$ cat config.mk
export PLATFORM = sky130hd
export DESIGN_NAME = cfgport_keyed
export DESIGN_NICKNAME = d
export VERILOG_FILES = /design/src/rtl/cfgport_pkg.sv /design/src/rtl/cfgport_keylock.sv /design/src/rtl/cfgport_regs.sv /design/src/rtl/cfgport_keyed.sv
export SDC_FILE = /design/constraint.sdc
export NUM_CORES = 1
export LEC_CHECK = 0
export BUFFER_PORTS_ARGS = -buffer_cell sky130_fd_sc_hd__buf_2
export CORE_UTILIZATION = 45
export CTS_BUF_LIST = sky130_fd_sc_hd__clkbuf_8
export DETAILED_ROUTE_END_ITERATION = 6
export HOLD_SLACK_MARGIN = 0.08
export PLACE_DENSITY = 0.71
export SLEW_MARGIN = 15
export SYNTH_ARGS = -nofsm -noshare
export SYNTH_HDL_FRONTEND = slang
export SYNTH_HIERARCHICAL = 1
export SYNTH_SLANG_ARGS = --single-unit
$ cat constraint.sdc
create_clock -name clk -period 3.2 [get_ports clk]
set_input_delay 0.8 -clock clk [delete_from_list [all_inputs] [get_ports clk]]
set_output_delay 0.8 -clock clk [all_outputs]
set_load 0.01 [all_outputs]
$ cat src/rtl/cfgport_pkg.sv
package cfgport_pkg;

  typedef enum logic [1:0] {
    LK_SHUT = 2'd0,
    LK_HALF = 2'd1,
    LK_OPEN = 2'd2
  } lock_state_e;

  localparam logic [7:0] KEY_ENTER_STD = 8'h87;
  localparam logic [7:0] KEY_LEAVE_STD = 8'hAA;
  localparam logic [7:0] KEY_ENTER_ALT = 8'h88;
  localparam logic [7:0] KEY_LEAVE_ALT = 8'hBB;

  localparam logic [7:0] IDX_BANKSEL = 8'h07;
  localparam logic [7:0] IDX_CHIPID  = 8'h20;
  localparam logic [7:0] IDX_ACT     = 8'h30;
  localparam logic [7:0] IDX_FWD_LO  = 8'h31;

  localparam logic [7:0] LOCKED_READ = 8'hFF;

endpackage

$ cat src/rtl/cfgport_keylock.sv
module cfgport_keylock
  import cfgport_pkg::*;
#(
  parameter bit ALT_KEYS = 1'b0
) (
  input  logic       clk,
  input  logic       rst_n,
  input  logic       key_wr,
  input  logic [7:0] key_byte,
  output logic       is_open,
  output logic       idx_load
);

  logic [7:0] k_enter;
  logic [7:0] k_leave;

  generate
    if (ALT_KEYS) begin : g_alt_keys
      assign k_enter = KEY_ENTER_ALT;
      assign k_leave = KEY_LEAVE_ALT;
    end else begin : g_std_keys
      assign k_enter = KEY_ENTER_STD;
      assign k_leave = KEY_LEAVE_STD;
    end
  endgenerate

  lock_state_e st_q, st_d;

  always_comb begin
    st_d     = st_q;
    idx_load = 1'b0;
    if (key_wr) begin
      unique case (st_q)
        LK_SHUT: st_d = (key_byte == k_enter) ? LK_HALF : LK_SHUT;
        LK_HALF: st_d = (key_byte == k_enter) ? LK_OPEN : LK_SHUT;
        LK_OPEN: begin
          if (key_byte == k_leave) st_d = LK_SHUT;
          else                     idx_load = 1'b1;
        end
        default: st_d = LK_SHUT;
      endcase
    end
  end

  always_ff @(posedge clk) begin
    if (!rst_n) st_q <= LK_SHUT;
    else        st_q <= st_d;
  end

  assign is_open = (st_q == LK_OPEN);

  // the open state is only ever entered from the half-keyed state
  p_open_from_half_r2: assert property (@(posedge clk) disable iff (!rst_n)
    (st_q == LK_OPEN && $past(st_q) != LK_OPEN) |-> $past(st_q) == LK_HALF);

  // a non-key byte after the first key drops progress
  p_break_clears_r3: assert property (@(posedge clk) disable iff (!rst_n)
    (key_wr && st_q == LK_HALF && key_byte != k_enter) |=> st_q == LK_SHUT);

  // leave key shuts an open port
  p_leave_locks_r4: assert property (@(posedge clk) disable iff (!rst_n)
    (key_wr && st_q == LK_OPEN && key_byte == k_leave) |=> !is_open);

endmodule

$ cat src/rtl/cfgport_regs.sv
module cfgport_regs
  import cfgport_pkg::*;
#(
  parameter int         NUM_LDN = 16,
  parameter logic [7:0] CHIP_ID = 8'h5A
) (
  input  logic               clk,
  input  logic               rst_n,
  input  logic               is_open,
  input  logic               idx_load,
  input  logic               data_wr,
  input  logic               data_rd,
  input  logic [7:0]         wdata,
  input  logic [7:0]         dev_rdata,
  output logic [7:0]         idx_q,
  output logic [7:0]         ldn_q,
  output logic [NUM_LDN-1:0] ldn_act,
  output logic               dev_wr,
  output logic               dev_rd,
  output logic [7:0]         rd_value
);

  logic wr_ok, rd_ok, fwd_win, act_we, act_sel;
  logic [NUM_LDN-1:0] act_q;
  logic [NUM_LDN-1:0] act_hit;

  assign wr_ok   = data_wr && is_open;
  assign rd_ok   = data_rd && is_open;
  assign fwd_win = (idx_q >= IDX_FWD_LO);
  assign act_we  = wr_ok && (idx_q == IDX_ACT);

  always_ff @(posedge clk) begin
    if (!rst_n)        idx_q <= 8'h00;
    else if (idx_load) idx_q <= wdata;
  end

  always_ff @(posedge clk) begin
    if (!rst_n)                              ldn_q <= 8'h00;
    else if (wr_ok && idx_q == IDX_BANKSEL)  ldn_q <= wdata;
  end

  generate
    for (genvar i = 0; i < NUM_LDN; i++) begin : g_act
      always_ff @(posedge clk) begin
        if (!rst_n)                             act_q[i] <= 1'b0;
        else if (act_we && ldn_q == 8'(i))      act_q[i] <= wdata[0];
      end
      assign act_hit[i] = act_q[i] && (ldn_q == 8'(i));
    end
  endgenerate

  assign act_sel = |act_hit;
  assign ldn_act = act_q;
  assign dev_wr  = wr_ok && fwd_win;
  assign dev_rd  = rd_ok && fwd_win;

  always_comb begin
    if (fwd_win) begin
      rd_value = dev_rdata;
    end else begin
      unique case (idx_q)
        IDX_BANKSEL: rd_value = ldn_q;
        IDX_CHIPID:  rd_value = CHIP_ID;
        IDX_ACT:     rd_value = {7'b0, act_sel};
        default:     rd_value = 8'h00;
      endcase
    end
  end

  // activate bits move only on an open data write to the activate index
  p_act_hold_r9: assert property (@(posedge clk) disable iff (!rst_n)
    !(data_wr && is_open && idx_q == IDX_ACT) |=> $stable(act_q));

  // bank select moves only on an open data write to its index
  p_ldn_hold_r7: assert property (@(posedge clk) disable iff (!rst_n)
    !(data_wr && is_open && idx_q == IDX_BANKSEL) |=> $stable(ldn_q));

endmodule

$ cat src/rtl/cfgport_keyed.sv
module cfgport_keyed
  import cfgport_pkg::*;
#(
  parameter int         NUM_LDN  = 16,
  parameter logic [7:0] CHIP_ID  = 8'h5A,
  parameter bit         ALT_KEYS = 1'b0
) (
  input  logic               clk,
  input  logic               rst_n,
  input  logic               req_valid,
  output logic               req_ready,
  input  logic               req_write,
  input  logic               req_addr,
  input  logic [7:0]         req_wdata,
  output logic               rsp_valid,
  input  logic               rsp_ready,
  output logic [7:0]         rsp_rdata,
  output logic               dev_wr,
  output logic               dev_rd,
  output logic [7:0]         dev_ldn,
  output logic [7:0]         dev_index,
  output logic [7:0]         dev_wdata,
  input  logic [7:0]         dev_rdata,
  output logic [NUM_LDN-1:0] ldn_act
);

  logic accept, key_wr, data_wr, data_rd, rd_acc;
  logic is_open, idx_load;
  logic [7:0] idx_q, rd_value;
  logic       rsp_valid_q;
  logic [7:0] rsp_rdata_q;

  assign req_ready = !rsp_valid_q || rsp_ready;
  assign accept    = req_valid && req_ready;
  assign key_wr    = accept && req_write && !req_addr;
  assign data_wr   = accept && req_write && req_addr;
  assign data_rd   = accept && !req_write && req_addr;
  assign rd_acc    = accept && !req_write;

  cfgport_keylock #(.ALT_KEYS(ALT_KEYS)) u_lock (
    .clk      (clk),
    .rst_n    (rst_n),
    .key_wr   (key_wr),
    .key_byte (req_wdata),
    .is_open  (is_open),
    .idx_load (idx_load)
  );

  cfgport_regs #(.NUM_LDN(NUM_LDN), .CHIP_ID(CHIP_ID)) u_regs (
    .clk       (clk),
    .rst_n     (rst_n),
    .is_open   (is_open),
    .idx_load  (idx_load),
    .data_wr   (data_wr),
    .data_rd   (data_rd),
    .wdata     (req_wdata),
    .dev_rdata (dev_rdata),
    .idx_q     (idx_q),
    .ldn_q     (dev_ldn),
    .ldn_act   (ldn_act),
    .dev_wr    (dev_wr),
    .dev_rd    (dev_rd),
    .rd_value  (rd_value)
  );

  always_ff @(posedge clk) begin
    if (!rst_n) begin
      rsp_valid_q <= 1'b0;
      rsp_rdata_q <= 8'h00;
    end else if (rd_acc) begin
      rsp_valid_q <= 1'b1;
      if (!is_open)      rsp_rdata_q <= LOCKED_READ;
      else if (req_addr) rsp_rdata_q <= rd_value;
      else               rsp_rdata_q <= idx_q;
    end else if (rsp_ready) begin
      rsp_valid_q <= 1'b0;
    end
  end

  assign rsp_valid = rsp_valid_q;
  assign rsp_rdata = rsp_rdata_q;
  assign dev_index = idx_q;
  assign dev_wdata = req_wdata;

  // a stalled result holds
  p_rsp_hold_r11: assert property (@(posedge clk) disable iff (!rst_n)
    (rsp_valid && !rsp_ready) |=> (rsp_valid && $stable(rsp_rdata)));

  // accepted read yields a result after the edge
  p_rsp_next_r12: assert property (@(posedge clk) disable iff (!rst_n)
    (req_valid && req_ready && !req_write) |=> rsp_valid);

  // forwarded strobes only when open
  p_fwd_open_r10: assert property (@(posedge clk) disable iff (!rst_n)
    (dev_wr || dev_rd) |-> is_open);

  // reads while not open give 0xFF
  p_locked_ff_r2: assert property (@(posedge clk) disable iff (!rst_n)
    (req_valid && req_ready && !req_write && !is_open) |=> rsp_rdata == 8'hFF);

endmodule

# ---- Word level (Yosys, flattened, before mapping)
# Cells that the tools add are included.
# Widths: inputs -> output; s select.
dict set report word_totals {
  ff_bits 43
  out_inout_bits 52
}
dict set report classes {
  magnitude_cmp 1
  eq_ne 23
  muxes 13
  n_reduce_logical 53
}
# operator count
set ops {}
lappend ops {{$eq 8x4->1 const B} 8}
lappend ops {{$logic_and 1x1->1} 44}
lappend ops {{$eq 8x3->1 const B} 5}
lappend ops {{$mux 8} 3}
lappend ops {{$pmux 8 s3} 1}
lappend ops {{$eq 8x2->1 const B} 2}
lappend ops {{$eq 8x6->1 const B} 2}
lappend ops {{$eq 8x8->1 const B} 2}
lappend ops {{$reduce_or 16->1} 1}
lappend ops {{$eq 8x1->1 const B} 1}
lappend ops {{$ge 8x6->1 const B} 1}
lappend ops {{$logic_not 8->1} 1}
lappend ops {{$mux 1} 6}
lappend ops {{$pmux 2 s3} 1}
lappend ops {{$mux 2} 2}
lappend ops {{$logic_not 1->1} 3}
lappend ops {{$eq 2x1->1 const B} 1}
lappend ops {{$eq 2x2->1 const B} 1}
lappend ops {{$logic_not 2->1} 1}
lappend ops {{$ne 2x1->1 const B} 1}
lappend ops {{$reduce_and 2->1} 1}
lappend ops {{$reduce_bool 2->1} 1}
lappend ops {{$logic_or 1x1->1} 1}

# ---- Logic depth before layout (Yosys ltp)
dict set report depth {
  word_depth 8
  ltp_mapped 9
  depth_no_buf 8
}

# ---- Cells and area by module
# The synthesis kept the hierarchy.
# module n_inst cells_each area_each_um2
set by_module_without_submodules {}
lappend by_module_without_submodules {cfgport_regs 1 211 1785.5}
lappend by_module_without_submodules {cfgport_keyed 1 57 553.0}
lappend by_module_without_submodules {cfgport_keylock 1 17 161.4}

# ---- Worst setup path before layout
# No wires, ideal clock.
dict set report synth_timing {
  path_kind {input to output}
  start {input rsp_ready}
  end {output dev_wr}
  arrival_time_ns 1.738
  slack_ns 0.662
  stages 6
  cell_sequence {nand2b_1 -> buf_2 -> nand3_1 -> nor2_1 -> nand2_1 -> nor2_1}
}
dict set report synth_between {
  elab_chain_len 6
}
# item line
set synth_lines {}
lappend synth_lines {{start: declaration} cfgport_keyed.sv:16} ;# input logic rsp_ready,
lappend synth_lines {{$logic_or 1x1->1} cfgport_keyed.sv:33} ;# assign req_ready = !rsp_valid_q || rsp_ready;
lappend synth_lines {{named net req_ready} cfgport_keyed.sv:11} ;# output logic req_ready,
lappend synth_lines {{$logic_and 1x1->1} cfgport_keyed.sv:34} ;# assign accept = req_valid && req_ready;
lappend synth_lines {{$logic_and 1x1->1 (2 in series)} cfgport_keyed.sv:36} ;# assign data_wr = accept && req_write && req_addr;
lappend synth_lines {{named net data_wr} cfgport_keyed.sv:27} ;# logic accept, key_wr, data_wr, data_rd, rd_acc;
lappend synth_lines {{$logic_and 1x1->1} cfgport_regs.sv:27} ;# assign wr_ok = data_wr && is_open;
lappend synth_lines {{$logic_and 1x1->1} cfgport_regs.sv:54} ;# assign dev_wr = wr_ok && fwd_win;
lappend synth_lines {{end: declaration} cfgport_keyed.sv:18} ;# output logic dev_wr,
# The timed path passes the listed nets, and every way through them passes these cells.

# ---- Worst setup path after layout
dict set report layout_timing {
  start {register u_regs.idx_q[1]}
  end {output dev_wr}
}
dict set report layout_between {
  elab_chain_len 2
}
# item line
set layout_lines {}
lappend layout_lines {{start: declaration} cfgport_regs.sv:15} ;# output logic [7:0] idx_q,
lappend layout_lines {{start signal: assignment} cfgport_regs.sv:34} ;# else if (idx_load) idx_q <= wdata;
lappend layout_lines {{$ge 8x6->1} cfgport_regs.sv:29} ;# assign fwd_win = (idx_q >= IDX_FWD_LO);
lappend layout_lines {{$logic_and 1x1->1} cfgport_regs.sv:54}
# No other way between the ends.

==> reports/results.tsv <==
metric	value	unit
status	finished clean	
Yosys cell types	57	
Min Hold Slack	493.6	ps
fmax	0.3656	GHz
syn_nets	307	
worst path cell trace	or4_4 > a31oi_1 > nor2_1 > buf_2	
worst reg2reg setup slack	900	ps
vias in the first global route	2158	
Max Cap Violations	0	
starting density of the core	47.73	%
P_leak	1.280	nW
Min Clock Period, post-route	2735	ps
Detail Placement HPWL	4786	microns
Chip Height	76.54	microns
Fin Setup TNS	0	ps
wire length per cell	15.96	microns
layout cells sized above 1	30.79	%
port buffer count	73	
max layer used	met4	
fin crit share	85.47	%
Pint	0.8307	mW
CTS clk-pin slew, worst paths	90	ps
maximum buffer depth of the clock tree	2	
Critical Path RT	2400	ps
Routed WL	6559	microns
Inserted Diodes	0	
mean post-synth cell area	8.772	sq um
WL met3	543	microns
slew margin rel.	49.24	%
CTS tree	yes	
Crit-path slowest cell	or4_4	
Residual DRC	0	
endpoints failing hold	0	
ranking of synthesized cells by area	dfxtp_1 34%, mux2i_1 8.0%, nand2_1 4.5%	
first-pass GRT wire length	10720	microns
post-cts resize count	0	
hold path start	u_regs/ldn_act[13]	
Vias	2370	
Core Footprint	5238	sq um
post-route insts no fill	411	
hold depth	2	
Mapped Area	2500	sq um
root buf cell	clkbuf_8	
fin. max-slew vios	0	
dominant cell type by area after synthesis	dfxtp_1	
power share of the clock group	41.2	%
top-count cell post-synth	dfxtp_1	
crit path max fanout	6	
sequential share of the synthesized area	34.43	%
sequential share of power	51.3	%
Antenna Nets Post-Route	0	
arrival time worst endpoint	1930	ps
Worst-Skew Late Latency	290	ps
full die area	5858	sq um
largest stage delay on the critical path	600	ps
Vias/cell	5.766	
Post-Synthesis Cells	285	
worst hold-check path type	flop to flop	
asr flop ratio synth	0	%
Yosys top cell area share	34.43	%
Detailed Routing Iterations Pass 1	4	
# IOs	74	
endpoints failing setup	0	
Critical Path End Type	output port	
synthesized flop and latch total	43	
Filler Cells Inserted	508	
Reg-to-Reg End	rsp_rdata[0]	
P&R area growth vs syn	17.52	%
unrepaired setup endpoints after global routing	false	
Net Sw Frac	22.02	%
R2R cell count	8	
NetSw	0.2345	mW
Post-synth top cells	43 x dfxtp_1, 30 x nand2_1, 20 x mux2i_1	
htree depth	2	
Sink Count	43	
Critical R2R Launch	u_regs/ldn_q[0]	
Clock Skew	10.10	ps
postcts setup bufs	0	
Final GP Congestion	0.8481	
hold buffers post-CTS	0	
number of flops mapped to enable cells by yosys	0	
row count	26	
crit path launch type	flop	
Iter 0 DRT Violations	254	
maximum vdd drop	206.5	uV
worst-margin pin slew	760.4	ps
Num CTS Buffers	5	
Pwr Density	362.6	nW/um^2
Comb power frac	7.5	%
Worst Hold Path EP	u_regs/ldn_act[13]	
largest net degree at the start of global routing	26	
DRT met1 WL	3077	microns
Top FF cell, synth	dfxtp_1	
final net count	362	
All-Layer GR Usage	22.77	%
cell count after placement	403	
gr ovfl total	0	
DIE WIDTH	76.54	microns
DR WL met2	2854	microns
initial antenna violation count	0	
critical path class	flop to output port	
Synth Warn #	6	
==> power by group through the flow <==
stage / clock, mW / sequential [mW] / combinational (mW)
finish: 0.439 / 0.546 / 0.0799
global route: 0.476 / 0.547 / 0.0865
CTS: 0.449 / 0.546 / 0.0805
detailed placement: 0 / 0.559 / 0.0803
global placement: 0 / 0.558 / 0.0795
floorplan: 0 / 0.562 / 0.0476
==> worst max path at each step <==
stage | startpoint | endpoint | slack (ps) | cells past startpoint
6_report | u_regs/idx_q[1] | dev_wr | 470 | 4
5_1_grt | u_regs/idx_q[0] | dev_wr | 300 | 4
4_1_cts | u_regs/idx_q[1] | dev_wr | 460 | 4
3_5_place_dp | req_addr | u_regs/ldn_act[4] | 610 | 8
3_3_place_gp | req_addr | dev_wr | 660 | 6
2_1_floorplan | rsp_ready | dev_wr | 660 | 6
==> metrics by stage <==
stage                     total power, mW  utilization [%]  setup WS, ps  instance area, sq um
after floorplan                    0.6100                -         661.5                  2500
after global placement             0.6379            53.85         658.1                  2820
after detailed placement           0.6390            53.85         613.2                  2820
after CTS                           1.076            56.09         459.1                  2938
after global routing                1.109            56.09         297.4                  2938
final                               1.065            56.09         465.0                  2938
==> registers in the layout (all words and copies together) (netlist names) <==
name and flops:
u_regs/ldn_act 16, u_regs/idx_q 8, rsp_valid 1, u_lock/st_q 2, u_regs/ldn_q 8, rsp_rdata 8
==> worst max-delay path, delay by kind of cell (launching register included) <==
family / cells / cell delay (ps)
and+or+nand+nor: 2 / 690
AOI/OAI and AO/OA: 1 / 420
DFF: 1 / 380
buffers and inverters: 1 / 150
==> routing by layer <==
metal,up-vias,global-route usage [%]
li1,1152,-
met1,1087,32.39
met2,121,34.77
met3,10,4.431
met4,0,6.538
met5,-,0
==> cell usage in the layout, fill, tap and decap left out, types with 3 or more instances in the layout <==
cell type / synthesis / layout
clkbuf_8: 0 / 6
nor2_1: 11 / 11
a22o_1: 3 / 3
nand4b_1: 6 / 6
nand3_1: 18 / 18
mux2i_1: 20 / 20
and3_1: 5 / 5
nand4_1: 9 / 9
a21oi_1: 7 / 7
nand3b_1: 3 / 3
inv_1: 3 / 3
o211a_1: 8 / 8
nor3_1: 5 / 5
nand2_1: 30 / 30
mux2_2: 3 / 3
a21boi_0: 6 / 6
o31ai_1: 4 / 4
nor2b_1: 13 / 13
buf_4: 9 / 6
dfxtp_1: 43 / 43
buf_2: 4 / 73
a21boi_1: 7 / 7
o21ai_0: 9 / 9
o211ai_1: 4 / 4
==> cell families (layout without fill, tap and decap cells) <==
logic type	count (synthesis)	after routing	share of synthesized area, %
simple gates	122	122	30.08
compound gates	62	62	18.22
flops	43	43	34.43
buf+inv	34	90	7.557
mux	23	23	9.359
xor+xnor	1	1	0.3504
==> final cells by class <==
type	instances	area (sq um)	area share, %
timing repair buffer	79	410.4	13.97
clock buffer	6	82.58	2.811
sequential	43	860.8	29.30
inverter	3	11.26	0.3833
clock inverter	2	35.03	1.193
tap	70	87.58	2.981
multi-input combinational	208	1450	49.36
No activity file was read; power rests on OpenSTA's default activity.
